<file path="config.mk">
export PLATFORM = sky130hd
export DESIGN_NAME = rtg_top
export DESIGN_NICKNAME = d
export VERILOG_FILES = /design/src/rtl/rtg_pkg.sv /design/src/rtl/rtg_ctrl.sv /design/src/rtl/rtg_datapath.sv /design/src/rtl/rtg_events.sv /design/src/rtl/rtg_top.sv
export SDC_FILE = /design/constraint.sdc
export NUM_CORES = 1
export LEC_CHECK = 0
export BUFFER_PORTS_ARGS = -buffer_cell sky130_fd_sc_hd__clkbuf_2
export CORE_AREA = 3 3 53 55
export DETAILED_ROUTE_END_ITERATION = 12
export DIE_AREA = 0 0 56 58
export PLACE_DENSITY = 0.78
export SYNTH_ARGS = -nofsm -noshare
export SYNTH_HDL_FRONTEND = slang
export SYNTH_SLANG_ARGS = --single-unit
</file>
<file path="constraint.sdc">
create_clock -name clk -period 4.4 [get_ports clk]
set_clock_uncertainty 0.2 [all_clocks]
set_input_delay 0.88 -clock clk [delete_from_list [all_inputs] [get_ports clk]]
set_output_delay 0.88 -clock clk [all_outputs]
set_load 0.005 [all_outputs]
</file>
<file path="src/rtl/rtg_pkg.sv">
package rtg_pkg;
  // Strobes the control issues to the counter datapath each clock.
  typedef struct packed {
    logic advance;    // move one 8-pixel step
    logic lineWrap;   // this step ends the line
    logic frameWrap;  // this step ends the field
  } rasterStep_t;
endpackage

</file>
<file path="src/rtl/rtg_ctrl.sv">
module rtg_ctrl #(
  parameter int H_TOTAL     = 1024,
  parameter int V_LAST_ODD  = 312,
  parameter int V_LAST_EVEN = 311,
  parameter int H_W         = $clog2(H_TOTAL),
  parameter int V_W         = $clog2(V_LAST_ODD + 2)
) (
  input  logic                     tick,
  input  logic [H_W-1:0]           hCount,
  input  logic [V_W-1:0]           vCount,
  input  logic                     field,
  output rtg_pkg::rasterStep_t     step
);
  localparam logic [H_W-1:0] H_LAST = H_W'(H_TOTAL - 8);

  logic atLineEnd;
  logic atFieldEnd;

  always_comb begin
    atLineEnd  = (hCount == H_LAST);
    atFieldEnd = field ? (vCount == V_W'(V_LAST_ODD)) : (vCount == V_W'(V_LAST_EVEN));
    step.advance   = tick;
    step.lineWrap  = tick && atLineEnd;
    step.frameWrap = tick && atLineEnd && atFieldEnd;
  end
endmodule

</file>
<file path="src/rtl/rtg_datapath.sv">
module rtg_datapath #(
  parameter int H_TOTAL    = 1024,
  parameter int V_LAST_ODD = 312,
  parameter int H_W        = $clog2(H_TOTAL),
  parameter int V_W        = $clog2(V_LAST_ODD + 2)
) (
  input  logic                 clk,
  input  logic                 rst,
  input  rtg_pkg::rasterStep_t step,
  output logic [H_W-1:0]       hCount,
  output logic [V_W-1:0]       vCount,
  output logic                 field,
  output logic [H_W-1:0]       nextH,
  output logic [V_W-1:0]       nextV,
  output logic                 nextField
);
  always_comb begin
    nextH     = hCount;
    nextV     = vCount;
    nextField = field;
    if (step.advance) begin
      nextH = step.lineWrap ? '0 : hCount + H_W'(8);
      if (step.frameWrap) begin
        nextV     = '0;
        nextField = ~field;
      end else if (step.lineWrap) begin
        nextV = vCount + V_W'(1);
      end
    end
  end

  always_ff @(posedge clk) begin
    if (rst) begin
      hCount <= '0;
      vCount <= '0;
      field  <= 1'b1;
    end else begin
      hCount <= nextH;
      vCount <= nextV;
      field  <= nextField;
    end
  end
endmodule

</file>
<file path="src/rtl/rtg_events.sv">
module rtg_events #(
  parameter int H_HALF      = 512,
  parameter int HS_START    = 768,
  parameter int HS_END      = 832,
  parameter int VS_START    = 274,
  parameter int VS_END      = 276,
  parameter int V_PERIODIC  = 100,
  parameter int V_LAST_GFX  = 255,
  parameter int V_LAST_TXT  = 249,
  parameter int H_W         = 10,
  parameter int V_W         = 9
) (
  input  logic                 clk,
  input  logic                 rst,
  input  rtg_pkg::rasterStep_t step,
  input  logic                 textMode,
  input  logic [H_W-1:0]       nextH,
  input  logic [V_W-1:0]       nextV,
  input  logic                 nextField,
  output logic                 hSync,
  output logic                 vSync,
  output logic                 periodicIrq,
  output logic                 dispEndIrq
);
  logic atLineStart, atHalf, atHsStart, atHsEnd;
  logic onVsStart, onVsEnd, onVsAfter, onPeriodic, onDispEnd;

  always_comb begin
    atLineStart = (nextH == '0);
    atHalf      = (nextH == H_W'(H_HALF));
    atHsStart   = (nextH == H_W'(HS_START));
    atHsEnd     = (nextH == H_W'(HS_END));
    onVsStart   = (nextV == V_W'(VS_START));
    onVsEnd     = (nextV == V_W'(VS_END));
    onVsAfter   = (nextV == V_W'(VS_END + 1));
    onPeriodic  = (nextV == V_W'(V_PERIODIC));
    onDispEnd   = textMode ? (nextV == V_W'(V_LAST_TXT)) : (nextV == V_W'(V_LAST_GFX));
  end

  always_ff @(posedge clk) begin
    if (rst) begin
      hSync       <= 1'b0;
      vSync       <= 1'b0;
      periodicIrq <= 1'b0;
      dispEndIrq  <= 1'b0;
    end else begin
      periodicIrq <= step.advance && onPeriodic && (nextField ? atHalf : atLineStart);
      dispEndIrq  <= step.advance && onDispEnd && atHsStart;
      if (step.advance) begin
        if (atHsStart)    hSync <= 1'b1;
        else if (atHsEnd) hSync <= 1'b0;
        if (!nextField) begin
          if (atLineStart && onVsStart) vSync <= 1'b1;
          else if (atHalf && onVsEnd)   vSync <= 1'b0;
        end else begin
          if (atHalf && onVsStart)           vSync <= 1'b1;
          else if (atLineStart && onVsAfter) vSync <= 1'b0;
        end
      end
    end
  end
endmodule

</file>
<file path="src/rtl/rtg_top.sv">
module rtg_top #(
  parameter int H_TOTAL     = 1024,
  parameter int H_HALF      = 512,
  parameter int HS_START    = 768,
  parameter int HS_END      = 832,
  parameter int V_LAST_ODD  = 312,
  parameter int V_LAST_EVEN = 311,
  parameter int VS_START    = 274,
  parameter int VS_END      = 276,
  parameter int V_PERIODIC  = 100,
  parameter int V_LAST_GFX  = 255,
  parameter int V_LAST_TXT  = 249,
  localparam int H_W        = $clog2(H_TOTAL),
  localparam int V_W        = $clog2(V_LAST_ODD + 2)
) (
  input  logic           clk,
  input  logic           rst,
  input  logic           tick,
  input  logic           textMode,
  output logic [H_W-1:0] hCount,
  output logic [V_W-1:0] vCount,
  output logic           field,
  output logic           hSync,
  output logic           vSync,
  output logic           periodicIrq,
  output logic           dispEndIrq
);
  if ((H_TOTAL % 8) != 0 || (H_HALF % 8) != 0 || (HS_START % 8) != 0 || (HS_END % 8) != 0)
  begin : g_badHoriz
    $error("rtg_top: horizontal parameters must be multiples of 8");
  end

  rtg_pkg::rasterStep_t step;
  logic [H_W-1:0] nextH;
  logic [V_W-1:0] nextV;
  logic           nextField;

  rtg_ctrl #(.H_TOTAL(H_TOTAL), .V_LAST_ODD(V_LAST_ODD), .V_LAST_EVEN(V_LAST_EVEN),
             .H_W(H_W), .V_W(V_W)) u_ctrl (
    .tick(tick), .hCount(hCount), .vCount(vCount), .field(field), .step(step));

  rtg_datapath #(.H_TOTAL(H_TOTAL), .V_LAST_ODD(V_LAST_ODD), .H_W(H_W), .V_W(V_W)) u_dp (
    .clk(clk), .rst(rst), .step(step), .hCount(hCount), .vCount(vCount), .field(field),
    .nextH(nextH), .nextV(nextV), .nextField(nextField));

  rtg_events #(.H_HALF(H_HALF), .HS_START(HS_START), .HS_END(HS_END), .VS_START(VS_START),
               .VS_END(VS_END), .V_PERIODIC(V_PERIODIC), .V_LAST_GFX(V_LAST_GFX),
               .V_LAST_TXT(V_LAST_TXT), .H_W(H_W), .V_W(V_W)) u_ev (
    .clk(clk), .rst(rst), .step(step), .textMode(textMode), .nextH(nextH), .nextV(nextV),
    .nextField(nextField), .hSync(hSync), .vSync(vSync), .periodicIrq(periodicIrq),
    .dispEndIrq(dispEndIrq));
endmodule

</file>
==> impl_metrics.yaml <==
run_status:
  status: "finished clean"
min_path:
  hp-class: "reg2reg"
  min_from: "u_ev.hSync"
  min_to: "u_ev.hSync"
  hold_depth: 2
sta:
  final.period_utilization_pct: 72.0
  fin_crit_ns: 3.17
  tightest_slew_ns: 0.482
  timing.fmax_mhz: 316
  drv_slew: 0
  setup_viol: 0
  rsz0062_at_grt: "false"
  final.setup.tns_ns: 0
  maxSlewHeadroom_pct: 67.6
  hold_slack_ns: 0.301
  hold_viol_final: 0
clocking:
  cts_hold_buf: 0
  post_cts_buffers: 0
  root_buffer: "clkbuf_4"
  clockBufferDepth: 2
  cts_tree: "built"
  clkLatencyLatePin_ns: 0.32
  cts.htree.levels: 1
  ctsResizeCount: 0
  cts.sinks: 24
  cts.clk_slew.worst_paths_ns: 0.14
  numCtsBuffers: 3
routing:
  ant_nets: 0
  drt_iter0_drc: 47
  vias: 1321
  wl_per_cell_um: 15.7
  dr.pass1.iters: 4
  wirelength_mm: 3.43
  viasPerCell: 6.06
  drcViolationCount: 0
flow_run:
  max_cap_violations: 0
layout:
  antenna_cells: 0
  drive_above_1_share_pct: 21.3
  synthToLayoutAreaGrowth_pct: 12.4
  final_nets: 195
  fillers: 220
power_and_ir_drop:
  peakVddDrop_uv: 174
  pwr-share-seq_pct: 61.4
  p_int_w: 0.000282
  p_clk_share_pct: 32.5
  power_frac_comb_pct: 6.1
  p_leak_nw: 0.686
  p_per_area_nw_per_um2: 236
  p_total_w: 0.000368
  swShare_pct: 23.5
  p_switching_w: 0.0000865
floorplan:
  die-area_um2: 3250
  die_y_um: 58
  fp.dieW_um: 56
  core_um2: 2430
  io_pins: 28
  start_util_pct: 57.1
  rows: 18
worst_setup_path:
  critical_path_class: "in2reg"
  r2r-end: "u_ev.vSync"
  arrival_ns: 3.24
  r2r-start: "u_dp.hCount[2]"
  rrSetupSlack_ns: 1.54
  worstPathRequired_ns: 4.47
  cp-end-kind: "register"
  start_kind: "primary input"
  reg2reg_depth: 7
  crit_fanout: 13
placement:
  dp_hpwl_mm: 2.49
  port_buffers: 27
  gp_congestion: 0.914
logic_synthesis:
  synth-edff-count: 0
  syn_avg_cell_area_um2: 8.42
  synth_most_common_cell: "dfxtp_1"
  synth_top_area_share_pct: 34.6
  yosys_register_bits: 24
  synthTopCellsByCount: "dfxtp_1, nor2_1, a21oi_1, nand3_1"
  postSynth.asyncResetShare_pct: 0
  synthCells: 165
  synth-main-ff-cell: "dfxtp_1"
  synth_cell_type_count: 50
  yosys_warnings: 0
  ys_top_cells_by_area: "dfxtp_1, nor2_1, nand4_1, xor2_1, a21oi_1"
  syn_area_um2: 1390
  syn-num-nets: 171
  yosysSeqAreaShare_pct: 34.6
  synth.largest_area_cell: "dfxtp_1"
grt:
  grt_usage_pct: 22.8
  grt-ovfl-total: 0
  grt_max_degree: 19
  antenna_found_initial: 0
  grt_pass1_vias: 1322
  grt_pass1_wl_mm: 5.89
[final cells by class]
type / instances / area [um^2] / share of cell area, %
Clock buffer: 4 / 36.3 / 2.32
Inverter: 5 / 18.8 / 1.20
Multi-Input combinational cell: 126 / 838 / 53.7
Sequential cell: 24 / 480 / 30.8
Tap cell: 30 / 37.5 / 2.40
Timing Repair Buffer: 29 / 150 / 9.62
[registers in the layout, summed over array words and instances, names as in the netlist]
register and cells:
u_ev.hSync 1, u_ev.dispEndIrq 1, u_dp.vCount 9, u_ev.periodicIrq 1
u_dp.field 1, u_ev.vSync 1, u_dp.hCount 10
[cell usage in the layout (no fill, tap or decap), drive strengths merged, types with 2 or more instances in the layout]
master | netlist | layout
or4b | 2 | 2
nand4 | 7 | 7
dfxtp | 24 | 24
a211oi | 2 | 2
nor2 | 21 | 21
xnor2 | 3 | 3
nor2b | 5 | 5
a21oi | 8 | 8
o21ai | 8 | 8
xor2 | 5 | 5
or3 | 3 | 3
buf | 4 | 2
nor4 | 2 | 2
mux2i | 3 | 3
inv | 5 | 5
clkbuf | 6 | 31
nand2 | 5 | 5
nor3 | 6 | 6
nand3 | 8 | 8
a21o | 2 | 2
and3 | 5 | 5
nand3b | 3 | 3
nor4b | 2 | 2
a22oi | 2 | 2
ha | 2 | 2
nand4b | 2 | 2
o21a | 2 | 2
[layer usage]
metal	global-route usage [%]	part of all wire, %	vias up
met5	0	0	-
met4	12.9	3.8	0
met3	2.67	2.9	15
met2	38.9	47	42
met1	27.9	46	617
li1	-	-	647
[through the flow]
| step | instance area, um^2 | util (%) | setup slack (ns) | cells |
|---|---|---|---|---|
| 3_3_place_gp | 1530 | 62.7 | 1.01 | 214 |
| 5_1_grt | 1560 | 64.2 | 1.09 | 218 |
| 6_report | 1560 | 64.2 | 1.23 | 218 |
| 3_5_place_dp | 1530 | 62.7 | 0.964 | 214 |
| 2_1_floorplan | 1390 | - | 1.14 | 165 |
| 4_1_cts | 1560 | 64.2 | 1.25 | 218 |
[logic make-up after synthesis]
| logic type | Yosys count | share of synthesized area (%) |
|---|---|---|
| AOI/OAI and AO/OA | 32 | 15.3 |
| DFF | 24 | 34.6 |
| adders and majority gates | 2 | 1.80 |
| buffers and inverters | 15 | 5.05 |
| and+or+nand+nor | 79 | 33.6 |
| xor gates and xnor gates | 9 | 6.67 |
| muxes | 4 | 2.97 |
[power by group through the flow]
stage | combinational, W | sequential, W | clock (W)
final | 0.0000226 | 0.000226 | 0.000120
after CTS | 0.0000227 | 0.000226 | 0.000123
after floorplan | 0.0000155 | 0.000230 | 0
after global routing | 0.0000258 | 0.000226 | 0.000129
after global placement | 0.0000218 | 0.000230 | 0
after detailed placement | 0.0000224 | 0.000231 | 0
[worst max path at each step]
stage | startpoint | to | cells after the start
after detailed placement | tick | u_ev.periodicIrq | 7
after global routing | tick | u_ev.vSync | 8
after global placement | tick | u_ev.periodicIrq | 7
after CTS | tick | u_ev.vSync | 8
final | tick | u_ev.vSync | 8
after floorplan | tick | u_ev.periodicIrq | 8
[critical path: stages]
cell,delay (ns)
clkbuf_2,0.17
or4b_4,0.51
or3_4,0.48
nor2_1,0.31
a22oi_1,0.21
nor4bb_1,0.42
nand4_1,0.16
nand3_1,0.11
(Power assumes the default switching activity.)
